===== config.mk =====
export PLATFORM = sky130hd
export DESIGN_NAME = vtab_engine
export DESIGN_NICKNAME = d
export VERILOG_FILES = /design/src/rtl/vtab_pkg.sv /design/src/rtl/vtab_store.sv /design/src/rtl/vtab_scan.sv /design/src/rtl/vtab_engine.sv
export SDC_FILE = /design/constraint.sdc
export NUM_CORES = 1
export LEC_CHECK = 0
export BUFFER_PORTS_ARGS = -buffer_cell sky130_fd_sc_hd__buf_4
export CAP_MARGIN = 20
export CELL_PAD_IN_SITES_DETAIL_PLACEMENT = 2
export CELL_PAD_IN_SITES_GLOBAL_PLACEMENT = 2
export CORE_ASPECT_RATIO = 1.1
export CORE_UTILIZATION = 35
export CTS_CLUSTER_SIZE = 14
export DETAILED_ROUTE_END_ITERATION = 10
export PLACE_DENSITY = 0.61
export SETUP_SLACK_MARGIN = 0.15
export SLEW_MARGIN = 40
export SYNTH_ARGS = -nofsm -noshare
export SYNTH_HDL_FRONTEND = slang
export SYNTH_SLANG_ARGS = --single-unit

===== constraint.sdc =====
create_clock -name clk -period 5.15 [get_ports clk]
set_input_delay 0.7725 -clock clk [delete_from_list [all_inputs] [get_ports clk]]
set_output_delay 0.7725 -clock clk [all_outputs]
set_load 0.005 [all_outputs]

===== src/rtl/vtab_pkg.sv =====
package vtab_pkg;
  localparam int VID_W = 13;
  localparam int DB_W  = 8;

  localparam logic [2:0] OPC_FLUSH = 3'd1;
  localparam logic [2:0] OPC_LOAD  = 3'd3;
  localparam logic [2:0] OPC_NEXT  = 3'd4;

  localparam logic [2:0] A_OP    = 3'd0;
  localparam logic [2:0] A_VID   = 3'd1;
  localparam int         A_DATA0 = 2;

  typedef enum logic [2:0] {
    S_IDLE, S_FLUSH, S_SCAN, S_LAST, S_COMMIT
  } state_e;
endpackage


===== src/rtl/vtab_store.sv =====
module vtab_store
  import vtab_pkg::*;
#(
  parameter int DEPTH = 16,
  parameter int DW    = 48,
  parameter int AW    = 4
) (
  input  logic             clk,
  input  logic             rst,
  input  logic             clr_all,
  input  logic             we,
  input  logic [AW-1:0]    waddr,
  input  logic             wvalid,
  input  logic [VID_W-1:0] wvid,
  input  logic [DB_W-1:0]  wdb,
  input  logic [DW-1:0]    wdata,
  input  logic [AW-1:0]    raddr,
  output logic             rvalid,
  output logic [VID_W-1:0] rvid,
  output logic [DB_W-1:0]  rdb,
  output logic [DW-1:0]    rdata
);
  logic [DEPTH-1:0] valid_q;
  logic [VID_W-1:0] vid_mem  [DEPTH];
  logic [DB_W-1:0]  db_mem   [DEPTH];
  logic [DW-1:0]    data_mem [DEPTH];

  always_ff @(posedge clk) begin
    if (rst || clr_all) valid_q <= '0;
    else if (we)        valid_q[waddr] <= wvalid;
  end

  always_ff @(posedge clk) begin
    if (rst) rvalid <= 1'b0;
    else     rvalid <= valid_q[raddr];
  end

  // payload arrays: no reset, synchronous read, block-RAM friendly
  always_ff @(posedge clk) begin
    if (we) begin
      vid_mem[waddr]  <= wvid;
      db_mem[waddr]   <= wdb;
      data_mem[waddr] <= wdata;
    end
    rvid  <= vid_mem[raddr];
    rdb   <= db_mem[raddr];
    rdata <= data_mem[raddr];
  end

  p_flush_empty_r8: assert property (@(posedge clk) disable iff (rst)
    clr_all |=> (valid_q == '0));
endmodule


===== src/rtl/vtab_scan.sv =====
module vtab_scan
  import vtab_pkg::*;
#(
  parameter int DW = 48,
  parameter int AW = 4
) (
  input  logic             clk,
  input  logic             rst,
  input  logic             clear,
  input  logic             step,
  input  logic [VID_W-1:0] key,
  input  logic [AW-1:0]    e_idx,
  input  logic             e_valid,
  input  logic [VID_W-1:0] e_vid,
  input  logic [DB_W-1:0]  e_db,
  input  logic [DW-1:0]    e_data,
  output logic             hit,
  output logic [AW-1:0]    hit_idx,
  output logic             free_ok,
  output logic [AW-1:0]    free_idx,
  output logic             best_ok,
  output logic [VID_W-1:0] best_vid,
  output logic [DB_W-1:0]  best_db,
  output logic [DW-1:0]    best_data
);
  logic better;
  assign better = e_valid && (e_vid > key) && (!best_ok || (e_vid < best_vid));

  always_ff @(posedge clk) begin
    if (rst || clear) begin
      hit <= 1'b0;  hit_idx <= '0;
      free_ok <= 1'b0; free_idx <= '0;
      best_ok <= 1'b0; best_vid <= '0; best_db <= '0; best_data <= '0;
    end else if (step) begin
      if (e_valid && (e_vid == key)) begin
        hit <= 1'b1;
        hit_idx <= e_idx;
      end
      if (!e_valid && !free_ok) begin
        free_ok <= 1'b1;
        free_idx <= e_idx;
      end
      if (better) begin
        best_ok <= 1'b1;
        best_vid <= e_vid;
        best_db <= e_db;
        best_data <= e_data;
      end
    end
  end

  p_next_above_r6: assert property (@(posedge clk) disable iff (rst)
    (step && !clear) |=> (!best_ok || (best_vid > $past(key))));
  p_match_seen_r4: assert property (@(posedge clk) disable iff (rst)
    (step && !clear && e_valid && (e_vid == key)) |=> hit);
endmodule


===== src/rtl/vtab_engine.sv =====
module vtab_engine
  import vtab_pkg::*;
#(
  parameter int DEPTH = 16,
  parameter int PORTS = 12
) (
  input  logic        clk,
  input  logic        rst,
  input  logic        bus_we,
  input  logic        bus_re,
  input  logic [2:0]  bus_addr,
  input  logic [15:0] bus_wdata,
  output logic [15:0] bus_rdata
);
  localparam int AW  = (DEPTH > 1) ? $clog2(DEPTH) : 1;
  localparam int DW  = PORTS * 4;
  localparam int NDR = (PORTS + 3) / 4;
  localparam int CW  = $clog2(DEPTH + 4) + 1;

  function automatic logic [15:0] dmask(input int r);
    logic [15:0] m;
    m = '0;
    for (int p = 0; p < 4; p++) m[p*4 +: 4] = (r*4 + p < PORTS) ? 4'hF : 4'h0;
    return m;
  endfunction

  state_e           st;
  logic             busy_q, full_q, vval_q, cmp_live_q;
  logic [2:0]       code_q;
  logic [DB_W-1:0]  db_q;
  logic [VID_W-1:0] vid_q;
  logic [15:0]      dat_q [NDR];
  logic [AW-1:0]    idx_q, cmp_idx_q;
  logic [DW-1:0]    dat_flat;

  logic             s_valid;
  logic [VID_W-1:0] s_vid;
  logic [DB_W-1:0]  s_db;
  logic [DW-1:0]    s_data;

  logic             hit, free_ok, best_ok;
  logic [AW-1:0]    hit_idx, free_idx;
  logic [VID_W-1:0] best_vid;
  logic [DB_W-1:0]  best_db;
  logic [DW-1:0]    best_data;

  logic host_ok, known, start, t_we;
  logic [2:0] opc;

  assign opc     = bus_wdata[14:12];
  assign known   = (opc == OPC_FLUSH) || (opc == OPC_LOAD) || (opc == OPC_NEXT);
  assign host_ok = bus_we && !busy_q;
  assign start   = host_ok && (bus_addr == A_OP) && bus_wdata[15] && known;

  always_comb begin
    for (int p = 0; p < PORTS; p++) dat_flat[p*4 +: 4] = dat_q[p/4][(p%4)*4 +: 4];
  end

  assign t_we = (st == S_COMMIT) && (code_q == OPC_LOAD) &&
                (vval_q ? (hit || free_ok) : hit);

  vtab_store #(.DEPTH(DEPTH), .DW(DW), .AW(AW)) u_store (
    .clk(clk), .rst(rst), .clr_all(st == S_FLUSH),
    .we(t_we), .waddr(hit ? hit_idx : free_idx), .wvalid(vval_q),
    .wvid(vid_q), .wdb(db_q), .wdata(dat_flat),
    .raddr(idx_q), .rvalid(s_valid), .rvid(s_vid), .rdb(s_db), .rdata(s_data)
  );

  vtab_scan #(.DW(DW), .AW(AW)) u_scan (
    .clk(clk), .rst(rst), .clear(start), .step(cmp_live_q), .key(vid_q),
    .e_idx(cmp_idx_q), .e_valid(s_valid), .e_vid(s_vid), .e_db(s_db), .e_data(s_data),
    .hit(hit), .hit_idx(hit_idx), .free_ok(free_ok), .free_idx(free_idx),
    .best_ok(best_ok), .best_vid(best_vid), .best_db(best_db), .best_data(best_data)
  );

  always_ff @(posedge clk) begin
    if (rst) begin
      st <= S_IDLE; busy_q <= 1'b0; full_q <= 1'b0; vval_q <= 1'b0;
      code_q <= '0; db_q <= '0; vid_q <= '0;
      idx_q <= '0; cmp_idx_q <= '0; cmp_live_q <= 1'b0;
      for (int r = 0; r < NDR; r++) dat_q[r] <= '0;
    end else begin
      cmp_live_q <= (st == S_SCAN);
      cmp_idx_q  <= idx_q;
      case (st)
        S_IDLE: if (host_ok) begin
          if (bus_addr == A_OP) begin
            code_q <= opc;
            db_q   <= {bus_wdata[11:8], bus_wdata[3:0]};
            if (start) begin
              busy_q <= 1'b1;
              idx_q  <= '0;
              st     <= (opc == OPC_FLUSH) ? S_FLUSH : S_SCAN;
            end
          end else if (bus_addr == A_VID) begin
            vid_q  <= {bus_wdata[13], bus_wdata[11:0]};
            vval_q <= bus_wdata[12];
          end
          for (int r = 0; r < NDR; r++)
            if (bus_addr == 3'(A_DATA0 + r)) dat_q[r] <= bus_wdata & dmask(r);
        end
        S_FLUSH: begin
          full_q <= 1'b0; busy_q <= 1'b0; st <= S_IDLE;
        end
        S_SCAN: begin
          idx_q <= idx_q + 1'b1;
          if (idx_q == AW'(DEPTH - 1)) st <= S_LAST;
        end
        S_LAST: st <= S_COMMIT;
        S_COMMIT: begin
          busy_q <= 1'b0;
          st     <= S_IDLE;
          if ((code_q == OPC_LOAD) && vval_q && !hit && !free_ok) full_q <= 1'b1;
          if (code_q == OPC_NEXT) begin
            if (best_ok) begin
              vid_q  <= best_vid;
              vval_q <= 1'b1;
              db_q   <= best_db;
              for (int r = 0; r < NDR; r++) dat_q[r] <= '0;
              for (int p = 0; p < PORTS; p++)
                dat_q[p/4][(p%4)*4 +: 4] <= best_data[p*4 +: 4];
            end else begin
              vval_q <= 1'b0;
            end
          end
        end
        default: st <= S_IDLE;
      endcase
    end
  end

  always_ff @(posedge clk) begin
    if (rst) bus_rdata <= '0;
    else if (bus_re) begin
      bus_rdata <= '0;
      if (bus_addr == A_OP)
        bus_rdata <= {busy_q, code_q, db_q[7:4], full_q, 3'b000, db_q[3:0]};
      else if (bus_addr == A_VID)
        bus_rdata <= {2'b00, vid_q[12], vval_q, vid_q[11:0]};
      for (int r = 0; r < NDR; r++)
        if (bus_addr == 3'(A_DATA0 + r)) bus_rdata <= dat_q[r];
    end
  end

  // busy-length watch counter
  logic [CW-1:0] busy_cnt;
  always_ff @(posedge clk) begin
    if (rst || !busy_q) busy_cnt <= '0;
    else                busy_cnt <= busy_cnt + 1'b1;
  end

  p_busy_bound_r2: assert property (@(posedge clk) disable iff (rst)
    busy_q |-> (busy_cnt <= CW'(DEPTH + 2)));
  p_busy_ignore_r3: assert property (@(posedge clk) disable iff (rst)
    (busy_q && bus_we && (st != S_COMMIT)) |=> ($stable(vid_q) && $stable(vval_q) && $stable(db_q)));
  p_full_sticky_r9: assert property (@(posedge clk) disable iff (rst)
    (full_q && (st != S_FLUSH)) |=> full_q);
  p_bad_code_r13: assert property (@(posedge clk) disable iff (rst)
    (host_ok && (bus_addr == A_OP) && !known) |=> !busy_q);
endmodule


==> results of run 1 <==
-- power breakdown --
group | switching (W) | internal, W
clock | 0.00441 | 0.00580
sequential | 0.000156 | 0.0120
combinational | 0.000204 | 0.0000988
-- worst max path at each step --
| stage | startpoint | to | slack, ns | cells after the start |
|---|---|---|---|---|
| final | vid_q[3] | u_scan.best_data[11] | 1.40 | 10 |
| after CTS | vid_q[3] | u_scan.best_data[11] | 1.20 | 9 |
| after detailed placement | vid_q[3] | u_scan.best_data[8] | 1.26 | 9 |
| after floorplan | st[0] | u_store.valid_q[13] | 0.19 | 8 |
| after global placement | vid_q[3] | u_scan.best_data[40] | 1.50 | 9 |
| after global routing | vid_q[4] | u_scan.best_data[8] | 1.23 | 10 |
-- layer usage --
layer  routed length, µm  part of all wire, %  track usage (%)
met1               66630                   44            28.33
met2               75650                   50            34.23
met3                7118                  4.7            3.010
met4                2627                  1.7            5.169
met5                   0                    0                0
-- metrics by stage --
stage               instances  worst slack (ns)
finish                   4856             1.400
global route             4855             1.233
CTS                      4849             1.199
detailed placement       4583             1.260
global placement         4575             1.498
floorplan                2691            0.1856
-- logic make-up (layout without fill, tap and decap cells) --
kind of cell               count (synthesis)  after routing  share of synthesized area [%]
DFF                                     1373           1373                          75.20
and+or+nand+nor                          417            417                          3.516
muxes                                    378            378                          15.74
AOI/OAI and AO/OA                        300            300                          3.393
buffers and inverters                    197            424                          1.526
adders and majority gates                 26             26                         0.6270
other                                      0              1                              0
-- registers in the layout, summed over array words and instances, names as in the netlist, 13 cells and up --
register,cells
u_store.rvid,13
u_scan.best_data,48
u_scan.best_vid,13
dat_q,48
u_store.vid_mem,208
u_store.valid_q,16
u_store.data_mem,768
u_store.rdata,48
vid_q,13
u_store.db_mem,128
bus_rdata,16
-- tightest hold or removal path, cell delays in order --
cell and delay, ns:
buf_4 0.13, mux2i_1 0.07, nor2_1 0.08
-- cell type report --
cell class              instances  area (µm²)
multi-input cells            1121       12290
clock inverters                64       568.0
flip-flops and latches       1373       39030
well taps                    1937        2424
clock buffers                 202        4034
repair buffers                125        1595
inverters                      33       123.9
fillers                     13543       86520
diodes                          1       2.502
-- Yosys cell counts (4+ instances only) --
library cell | count | area, µm²
a21o_1 | 5 | 37.54
a21oi_1 | 105 | 525.5
a22oi_1 | 28 | 210.2
a311oi_1 | 14 | 122.6
a31oi_1 | 4 | 25.02
buf_1 | 14 | 52.55
buf_2 | 38 | 190.2
clkbuf_1 | 110 | 412.9
dfxtp_1 | 221 | 4424
edfxtp_1 | 1152 | 34590
ha_1 | 26 | 325.3
inv_1 | 33 | 123.9
mux2i_1 | 26 | 260.3
mux4_2 | 350 | 7883
nand2_1 | 190 | 713.2
nand2b_1 | 5 | 31.28
nand3_1 | 77 | 385.4
nor2_1 | 95 | 356.6
nor2_2 | 4 | 25.02
nor2b_1 | 13 | 81.33
nor3_1 | 9 | 45.04
nor3b_1 | 4 | 30.03
o211ai_1 | 5 | 37.54
o21ai_0 | 108 | 540.5
o221ai_1 | 11 | 96.34
==> metrics.yaml, run 1 <==
hold_buffers: 0
grt_pass1_vias: 29810
initial_core_util_pct: 35.39
cts_resized: 0
antenna_found_initial: 1
nets: 2846
drv_cap: 0
end_kind: "flip-flop"
dr.pass1.iters: 8
area_growth_pct: 15.77
power.leakage_nw: 18.63
rr_worst_depth: 10
r2r-end: "u_scan.best_data[11]"
clk_path_buf_depth: 3
ir_worst_vdd_mv: 0.3356
clockRootBuffer: "clkbuf_16"
clk_pin_slew_worst_paths_ns: 0.06
synthesis.nets: 2740
r2r-start: "vid_q[3]"
wl_per_cell_um: 31.31
core_um2: 146600
ant_nets: 0
drt_iter0_drc: 2529
postSynth.asyncResetShare_pct: 0
finalClockSkew_ns: 0.03834
grt_pass1_wl_um: 219100
ys_types: 54
gp_congestion: 0.7852
ys_seq_area_share_pct: 75.20
die_area_um2: 149800
path_buf_inv: 3
arrival_ns: 4.44
cp-start-kind: "flip-flop"
port_buffers: 38
postCtsSetupRepairBufs: 0
synth-edff-count: 1152
hold_path_end: "code_q[2]"
mostFrequentLayoutCells: "edfxtp_1, mux4_2, dfxtp_1"
criticalPathCategory: "reg -> reg"
dpl_cell_area_um2: 55310
grt_overflow: 0
rrSetupSlack_ns: 1.40
crit_required_ns: 5.84
tightest_slew_ns: 0.8806
cpMaxStageDelayCell: "dfxtp_1"
drc: 12
htreeDepth: 4
drt_wl_total_um: 152000
die_w_um: 369.1
yosys_warnings: 0
grt_setup_unrepaired: "no"
min_from: "bus_wdata[14]"
layout_commonest_cell: "edfxtp_1"
final_max_slew_viol_count: 0
pin_count: 39
status: "finished, violations left"
crit_chain: "inv_1, ha_1, and4_1, nor2b_1, o31ai_1, a311o_2, buf_16, buf_4, o21ai_0, a21oi_1"
num_vias: 26925
fmax_mhz: 266.7
hold_class: "in -> reg"
clock_sinks: 1373
grt_max_degree: 76
cts_tree: "done"
cts_buffers: 143
fin_crit_ns: 3.750
avgSynthCellArea_um2: 19.28
hold_viol_final: 0
vias_per_cell: 5.545
postLayoutCoreUtil_pct: 40.98
synth_cells: 2691
path_max_fanout: 33
die_h_um: 405.8
clock_latency_ns: 0.78
ys.flop_type: "edfxtp_1"
critPathMaxStageDelay_ns: 0.73
grtUsageTotal_pct: 20.56
tns_ns: 0
fin_area_um2: 60070
layout-drive-gt1-share_pct: 25.19
whs_ns: 0.3350
rows: 147
netlist_area_um2: 51880
setup_violations: 0
cellPowerDensity_nw_per_um2: 378.3
ys_ff_latch: 1373
post-route-period-util_pct: 72.82
violations: "DRC"
cpLargestDelayFamily: "compound AO/OA/AOI/OAI gates"
design_power_total_w: 0.02272
relSlewSlack_pct: 41.29
hpwlAfterDp_um: 90150
hold_depth: 3
(Power assumes the default switching activity.)
==> inputs of run 2 (changes only) <==
==> constraint.sdc (replaced) <==
create_clock -name clk -period 3.1 [get_ports clk]
set_input_delay 0.465 -clock clk [delete_from_list [all_inputs] [get_ports clk]]
set_output_delay 0.465 -clock clk [all_outputs]
set_load 0.005 [all_outputs]
==> metrics.yaml, run 2 (same netlist as run 1, synthesis figures left out) <==
ir_worst_vdd_mv: 0.5239  # +56%
htreeDepth: 4  # unchanged
whs_ns: 0.06080  # -0.2742 ns
path_buf_inv: 2  # -1
vias_per_cell: 5.484  # -1.1%
arrival_ns: 3.47  # -0.97 ns
grt_max_degree: 66  # -13%
layout_commonest_cell: "edfxtp_1"
cpMaxStageDelayCell: "or3_1"
grt_overflow: 0  # unchanged
dr.pass1.iters: 8  # unchanged
pin_count: 39  # unchanged
drv_cap: 0  # unchanged
antenna_found_initial: 3  # +2
gp_congestion: 0.7860  # +0.10%
tightest_slew_ns: 0.8818  # +0.001241 ns
end_kind: "flip-flop"
power.leakage_nw: 18.77  # +0.76%
tns_ns: 0  # unchanged
fin_crit_ns: 2.770  # -0.9801 ns
nets: 2886  # +1.4%
fmax_mhz: 361.0  # +35%
largest_reg_flops: 768  # unchanged
setup_violations: 0  # unchanged
finalClockSkew_ns: 0.03266  # -0.005680 ns
layout-drive-gt1-share_pct: 25.83  # +0.64 points
grt_pass1_wl_um: 218200  # -0.39%
area_growth_pct: 16.33
rows: 147  # unchanged
cp-start-kind: "flip-flop"
hold_viol_final: 0  # unchanged
clock_sinks: 1373  # unchanged
fin_ws_ns: 0.3300  # -1.070 ns
cts_tree: "done"
die_h_um: 405.8  # unchanged
die_w_um: 369.1  # unchanged
port_buffers: 38  # unchanged
hold_class: "in -> reg"
ant_nets: 0  # unchanged
crit_chain: "inv_1, ha_1, nand3_1, or3_1, nor3_2, o31a_2, buf_12, o21ai_0, a21oi_1"
cts_buffers: 141  # -1.4%
cellPowerDensity_nw_per_um2: 623.4  # +65%
grt_pass1_vias: 29989  # +0.60%
critPathMaxStageDelay_ns: 0.44  # -0.29 ns
status: "finished, violations left"
clockRootBuffer: "clkbuf_16"
final_max_slew_viol_count: 0  # unchanged
crit_required_ns: 3.80  # -2.04 ns
hpwlAfterDp_um: 86140  # -4.4%
grtUsageTotal_pct: 20.51  # -0.047 points
post-route-period-util_pct: 89.35  # +17 points
core_um2: 146600  # unchanged
cpLargestDelayFamily: "simple AND/OR/NAND/NOR gates"
drt_iter0_drc: 2393  # -5.4%
criticalPathCategory: "reg -> reg"
violations: "DRC"
top_register: "u_store.data_mem"
largestRegisters: "u_store.data_mem (768), u_store.vid_mem (208), u_store.db_mem (128)"
busiest_layer: "met2"
die_area_um2: 149800  # unchanged
clk_path_buf_depth: 3  # unchanged
clock_latency_ns: 0.78  # about the same
postCtsSetupRepairBufs: 0  # unchanged
met3_usage_pct: 2.893  # -0.12 points
path_max_fanout: 59  # +79%
initial_core_util_pct: 35.39  # unchanged
grt_use_met2_pct: 34.69  # +0.46 points
n_fill_cell: 13648  # +0.78%
relSlewSlack_pct: 41.21  # -0.083 points
mostFrequentLayoutCells: "edfxtp_1, mux4_2, dfxtp_1"
clk_pin_slew_worst_paths_ns: 0.06  # about the same
place_ws_ns: 0.2262  # -1.033 ns
grt_setup_unrepaired: "no"
met1_usage_pct: 27.94  # -0.39 points
wl_per_cell_um: 30.96  # -1.1%
drt_wl_total_um: 151500  # -0.36%
num_vias: 26834  # -0.34%
drc: 8  # -4
[run 2: changes by cell type in the layout (fill, tap and decap cells not counted), moves of 4 or more]
cell / delta
dlygate4sd3_1: +5
clkinv_2: -4
buf_4: +37
buf_12: +9
buf_6: -4
[run 2: tightest hold or removal path: stages]
cell	delay [ns]
buf_4	0.15
nand2_1	0.06
a311oi_1	0.09
[run 2: where the power goes]
| part | total, W | internal [W] | leakage, nW | switching, W |
|---|---|---|---|---|
| sequential | 0.0202 | 0.0200 | 12.4 | 0.000217 |
| clock | 0.0168 | 0.00959 | 2.25 | 0.00726 |
| combinational | 0.000543 | 0.000180 | 4.16 | 0.000363 |
[run 2: path summary, 6_finish.rpt]
check,start,cells past startpoint,slack (ns),end
worst max-delay path,u_scan.best_vid[11],9,0.33,u_scan.best_data[12]
worst min-delay path,bus_wdata[6],3,0.06,vid_q[6]
worst max register to register,u_scan.best_vid[11],9,0.33,u_scan.best_data[12]
worst min register to register,u_store.rdb[0],2,0.46,u_scan.best_db[0]
[run 2: timing repair]
| item | 4_1_cts | 5_1_grt |
|---|---|---|
| hold buffers | 5 | 0 |
| setup endpoints to repair | 0 | 47 |
| endpoints found under the hold margin | 5 | 0 |
| resized for setup | 0 | 3 |
[run 2: layout make-up]
class	instances	area (µm²)	share of cell area, %
inverter	33	123.9	0.2052
multi-input combinational	1121	12270	20.32
tap	1937	2424	4.015
timing repair buffer	167	1946	3.223
sequential	1373	39030	64.67
antenna	2	5.005	0.008292
clock buffer	197	3964	6.567
clock inverter	63	598.1	0.9909
[run 2: layer usage]
| metal | part of all wire, % | up-vias | wire length, µm |
|---|---|---|---|
| met5 | 0 | - | 0 |
| met4 | 1.8 | 0 | 2657 |
| met3 | 4.8 | 178 | 7278 |
| met2 | 50 | 663 | 76390 |
| met1 | 43 | 14866 | 65160 |
| li1 | - | 11127 | - |
[run 2: per-stage QoR]
step,utilization (%),instances,area (µm²),power [W]
6_report,41.18,4893,60360,0.03763
4_1_cts,41.16,4891,60340,0.03804
3_3_place_gp,38.01,4626,55710,0.02112
2_1_floorplan,-,2691,52000,0.02077
5_1_grt,41.17,4891,60350,0.03867
3_5_place_dp,38.02,4626,55730,0.02117
==> inputs of run 3 (changes only) <==
--- a/config.mk
+++ b/config.mk
@@ -13,7 +13,9 @@
 export CORE_UTILIZATION = 35
 export CTS_CLUSTER_SIZE = 14
 export DETAILED_ROUTE_END_ITERATION = 10
-export PLACE_DENSITY = 0.61
+export MAX_ROUTING_LAYER = met4
+export PLACE_DENSITY = 0.62
+export REMOVE_ABC_BUFFERS = 1
 export SETUP_SLACK_MARGIN = 0.15
 export SLEW_MARGIN = 40
 export SYNTH_ARGS = -nofsm -noshare
==> metrics.yaml, run 3 (same netlist as run 1, synthesis figures left out) <==
status: "finished, violations left"
violations: "DRC"
p_switching_w: 0.007894  # +0.76%
cp-start-kind: "flip-flop"
grt_overflow: 0  # unchanged
core_um2: 146600  # unchanged
grtUsageTotal_pct: 21.70  # +1.2 points
hold_path_end: "vid_q[1]"
power.leakage_nw: 18.87  # +0.52%
post-route-period-util_pct: 91.45  # +2.1 points
drt_wl_total_um: 155400  # +2.6%
rows: 147  # unchanged
pwr-share-clk_pct: 45.5  # +0.7 points
min_from: "bus_wdata[1]"
drv_cap: 0  # unchanged
final_max_slew_viol_count: 0  # unchanged
wl_per_cell_um: 31.62  # +2.1%
stdcell_count: 4914  # +0.43%
top_register: "u_store.data_mem"
nets: 2899  # +0.45%
fin_ws_ns: 0.2651  # -0.06491 ns
mostFrequentLayoutCells: "edfxtp_1, mux4_2, dfxtp_1"
cts_tree: "done"
clockRootBuffer: "clkbuf_16"
setup_violations: 0  # unchanged
combPwrFrac_pct: 1.4  # about the same
gp_congestion: 0.7970  # +1.4%
r2r-start: "vid_q[1]"
arrival_ns: 3.52  # +0.05 ns
hpwlAfterDp_um: 90370  # +4.9%
cts_resized: 0  # unchanged
end_kind: "flip-flop"
hold_class: "in -> reg"
intPower_w: 0.03025  # +1.5%
crit_required_ns: 3.79  # about the same
largestRegisters: "u_store.data_mem (768), u_store.vid_mem (208), u_store.db_mem (128)"
cellPowerDensity_nw_per_um2: 629.1  # +0.93%
cts_buffers: 144  # +2.1%
fin_crit_ns: 2.835  # +0.06491 ns
hold_depth: 3  # unchanged
ant_nets: 0  # unchanged
swShare_pct: 20.70  # -0.13 points
largest_reg_flops: 768  # unchanged
rr_worst_depth: 9  # unchanged
clk_pin_slew_worst_paths_ns: 0.07  # about the same
port_buffers: 38  # unchanged
grt_max_degree: 74  # +12%
hold_viol_final: 0  # unchanged
drt_iter0_drc: 2250  # -6.0%
r2r-end: "u_scan.best_data[31]"
seqPwrFrac_pct: 53.0  # -0.8 points
num_vias: 27185  # +1.3%
tightest_slew_ns: 0.8466  # -0.03520 ns
rrSetupSlack_ns: 0.27  # -0.06 ns
grt_pass1_vias: 30049  # +0.20%
antenna_found_initial: 8  # +5
relSlewSlack_pct: 43.56  # +2.3 points
clock_sinks: 1373  # unchanged
criticalPathCategory: "reg -> reg"
grt_pass1_wl_um: 223900  # +2.6%
n_fill_cell: 13557  # -0.67%
postLayoutCoreUtil_pct: 41.36  # +0.19 points
die_area_um2: 149800  # unchanged
pin_count: 39  # unchanged
drc: 12  # +4
finalClockSkew_ns: 0.02132  # -0.01133 ns
clock_latency_ns: 0.78  # about the same
place_inst: 4635  # +0.19%
dpl_cell_area_um2: 55870  # +0.25%
die_w_um: 369.1  # unchanged
vias_per_cell: 5.532  # +0.88%
tns_ns: 0  # unchanged
postCtsSetupRepairBufs: 0  # unchanged
grt_setup_unrepaired: "no"
ir_worst_vdd_mv: 0.6112  # +17%
area_growth_pct: 16.86
die_h_um: 405.8  # unchanged
initial_core_util_pct: 35.39  # unchanged
htreeDepth: 4  # unchanged
layout-drive-gt1-share_pct: 25.58  # -0.25 points
path_max_fanout: 40  # -32%
layout_commonest_cell: "edfxtp_1"
dr.pass1.iters: 8  # unchanged
place_ws_ns: 0.3602  # +0.1340 ns
hold_buffers: 6  # +1
fmax_mhz: 352.7  # -2.3%
clk_path_buf_depth: 3  # unchanged
fin_area_um2: 60630  # +0.45%
-- run 3: cell types whose count changed in the layout (fill, tap and decap cells not counted), sizes merged, moves of 2 or more --
cell    change
bufinv      +5
clkbuf     +11
buf         +9
diode       +4
inv         -2
clkinv      -7
-- run 3: through the flow --
stage | power [W] | hold WS, ns
6_report | 0.03815 | 0.05578
5_1_grt | 0.03922 | 0.03943
4_1_cts | 0.03856 | 0.006638
3_5_place_dp | 0.02118 | 0.4494
3_3_place_gp | 0.02113 | 0.4343
2_1_floorplan | 0.02077 | 0.4293
-- run 3: cell type report --
class	count	area (µm²)	area share [%]
sequential	1373	39030	64.38
multi-input combinational	1121	12250	20.21
clock buffer	208	4010	6.614
tap	1937	2424	3.997
timing repair buffer	177	2095	3.455
clock inverter	59	676.9	1.116
inverter	33	123.9	0.2043
antenna	6	15.01	0.02476
-- run 3: worst max path at each step --
stage / start / to / cells past startpoint
after floorplan: idx_q[0] / u_store.rvalid / 3
after global placement: vid_q[1] / u_scan.best_data[47] / 9
after detailed placement: vid_q[1] / u_scan.best_data[40] / 9
after CTS: vid_q[1] / u_scan.best_data[21] / 9
after global routing: vid_q[1] / u_scan.best_data[12] / 9
final: vid_q[1] / u_scan.best_data[31] / 9
-- run 3: metal layers --
metal | wire length, µm | share of wire (%) | up-vias | global-route usage, %
li1 | - | - | 11215 | -
met1 | 67680 | 44 | 15089 | 28.35
met2 | 77940 | 50 | 689 | 35.60
met3 | 6446 | 4.1 | 192 | 3.117
met4 | 3327 | 2.1 | 0 | 5.758
met5 | 0 | 0 | - | -
-- run 3: power groups by stage --
stage | Combinational (W) | Sequential [W] | Clock, W
global placement | 0.000529 | 0.0206 | 0
detailed placement | 0.000545 | 0.0206 | 0
floorplan | 0.000219 | 0.0206 | 0
finish | 0.000550 | 0.0202 | 0.0174
global route | 0.000581 | 0.0202 | 0.0184
CTS | 0.000553 | 0.0202 | 0.0178
-- run 3: worst max-delay path: stages (launching register included) --
cell     delay, ns
dfxtp_1       0.35
inv_1         0.07
ha_1          0.31
and4_1        0.22
nor2b_1       0.13
o31ai_1       0.44
a311o_2       0.28
buf_4         0.48
o21ai_0       0.22
a21oi_1       0.20
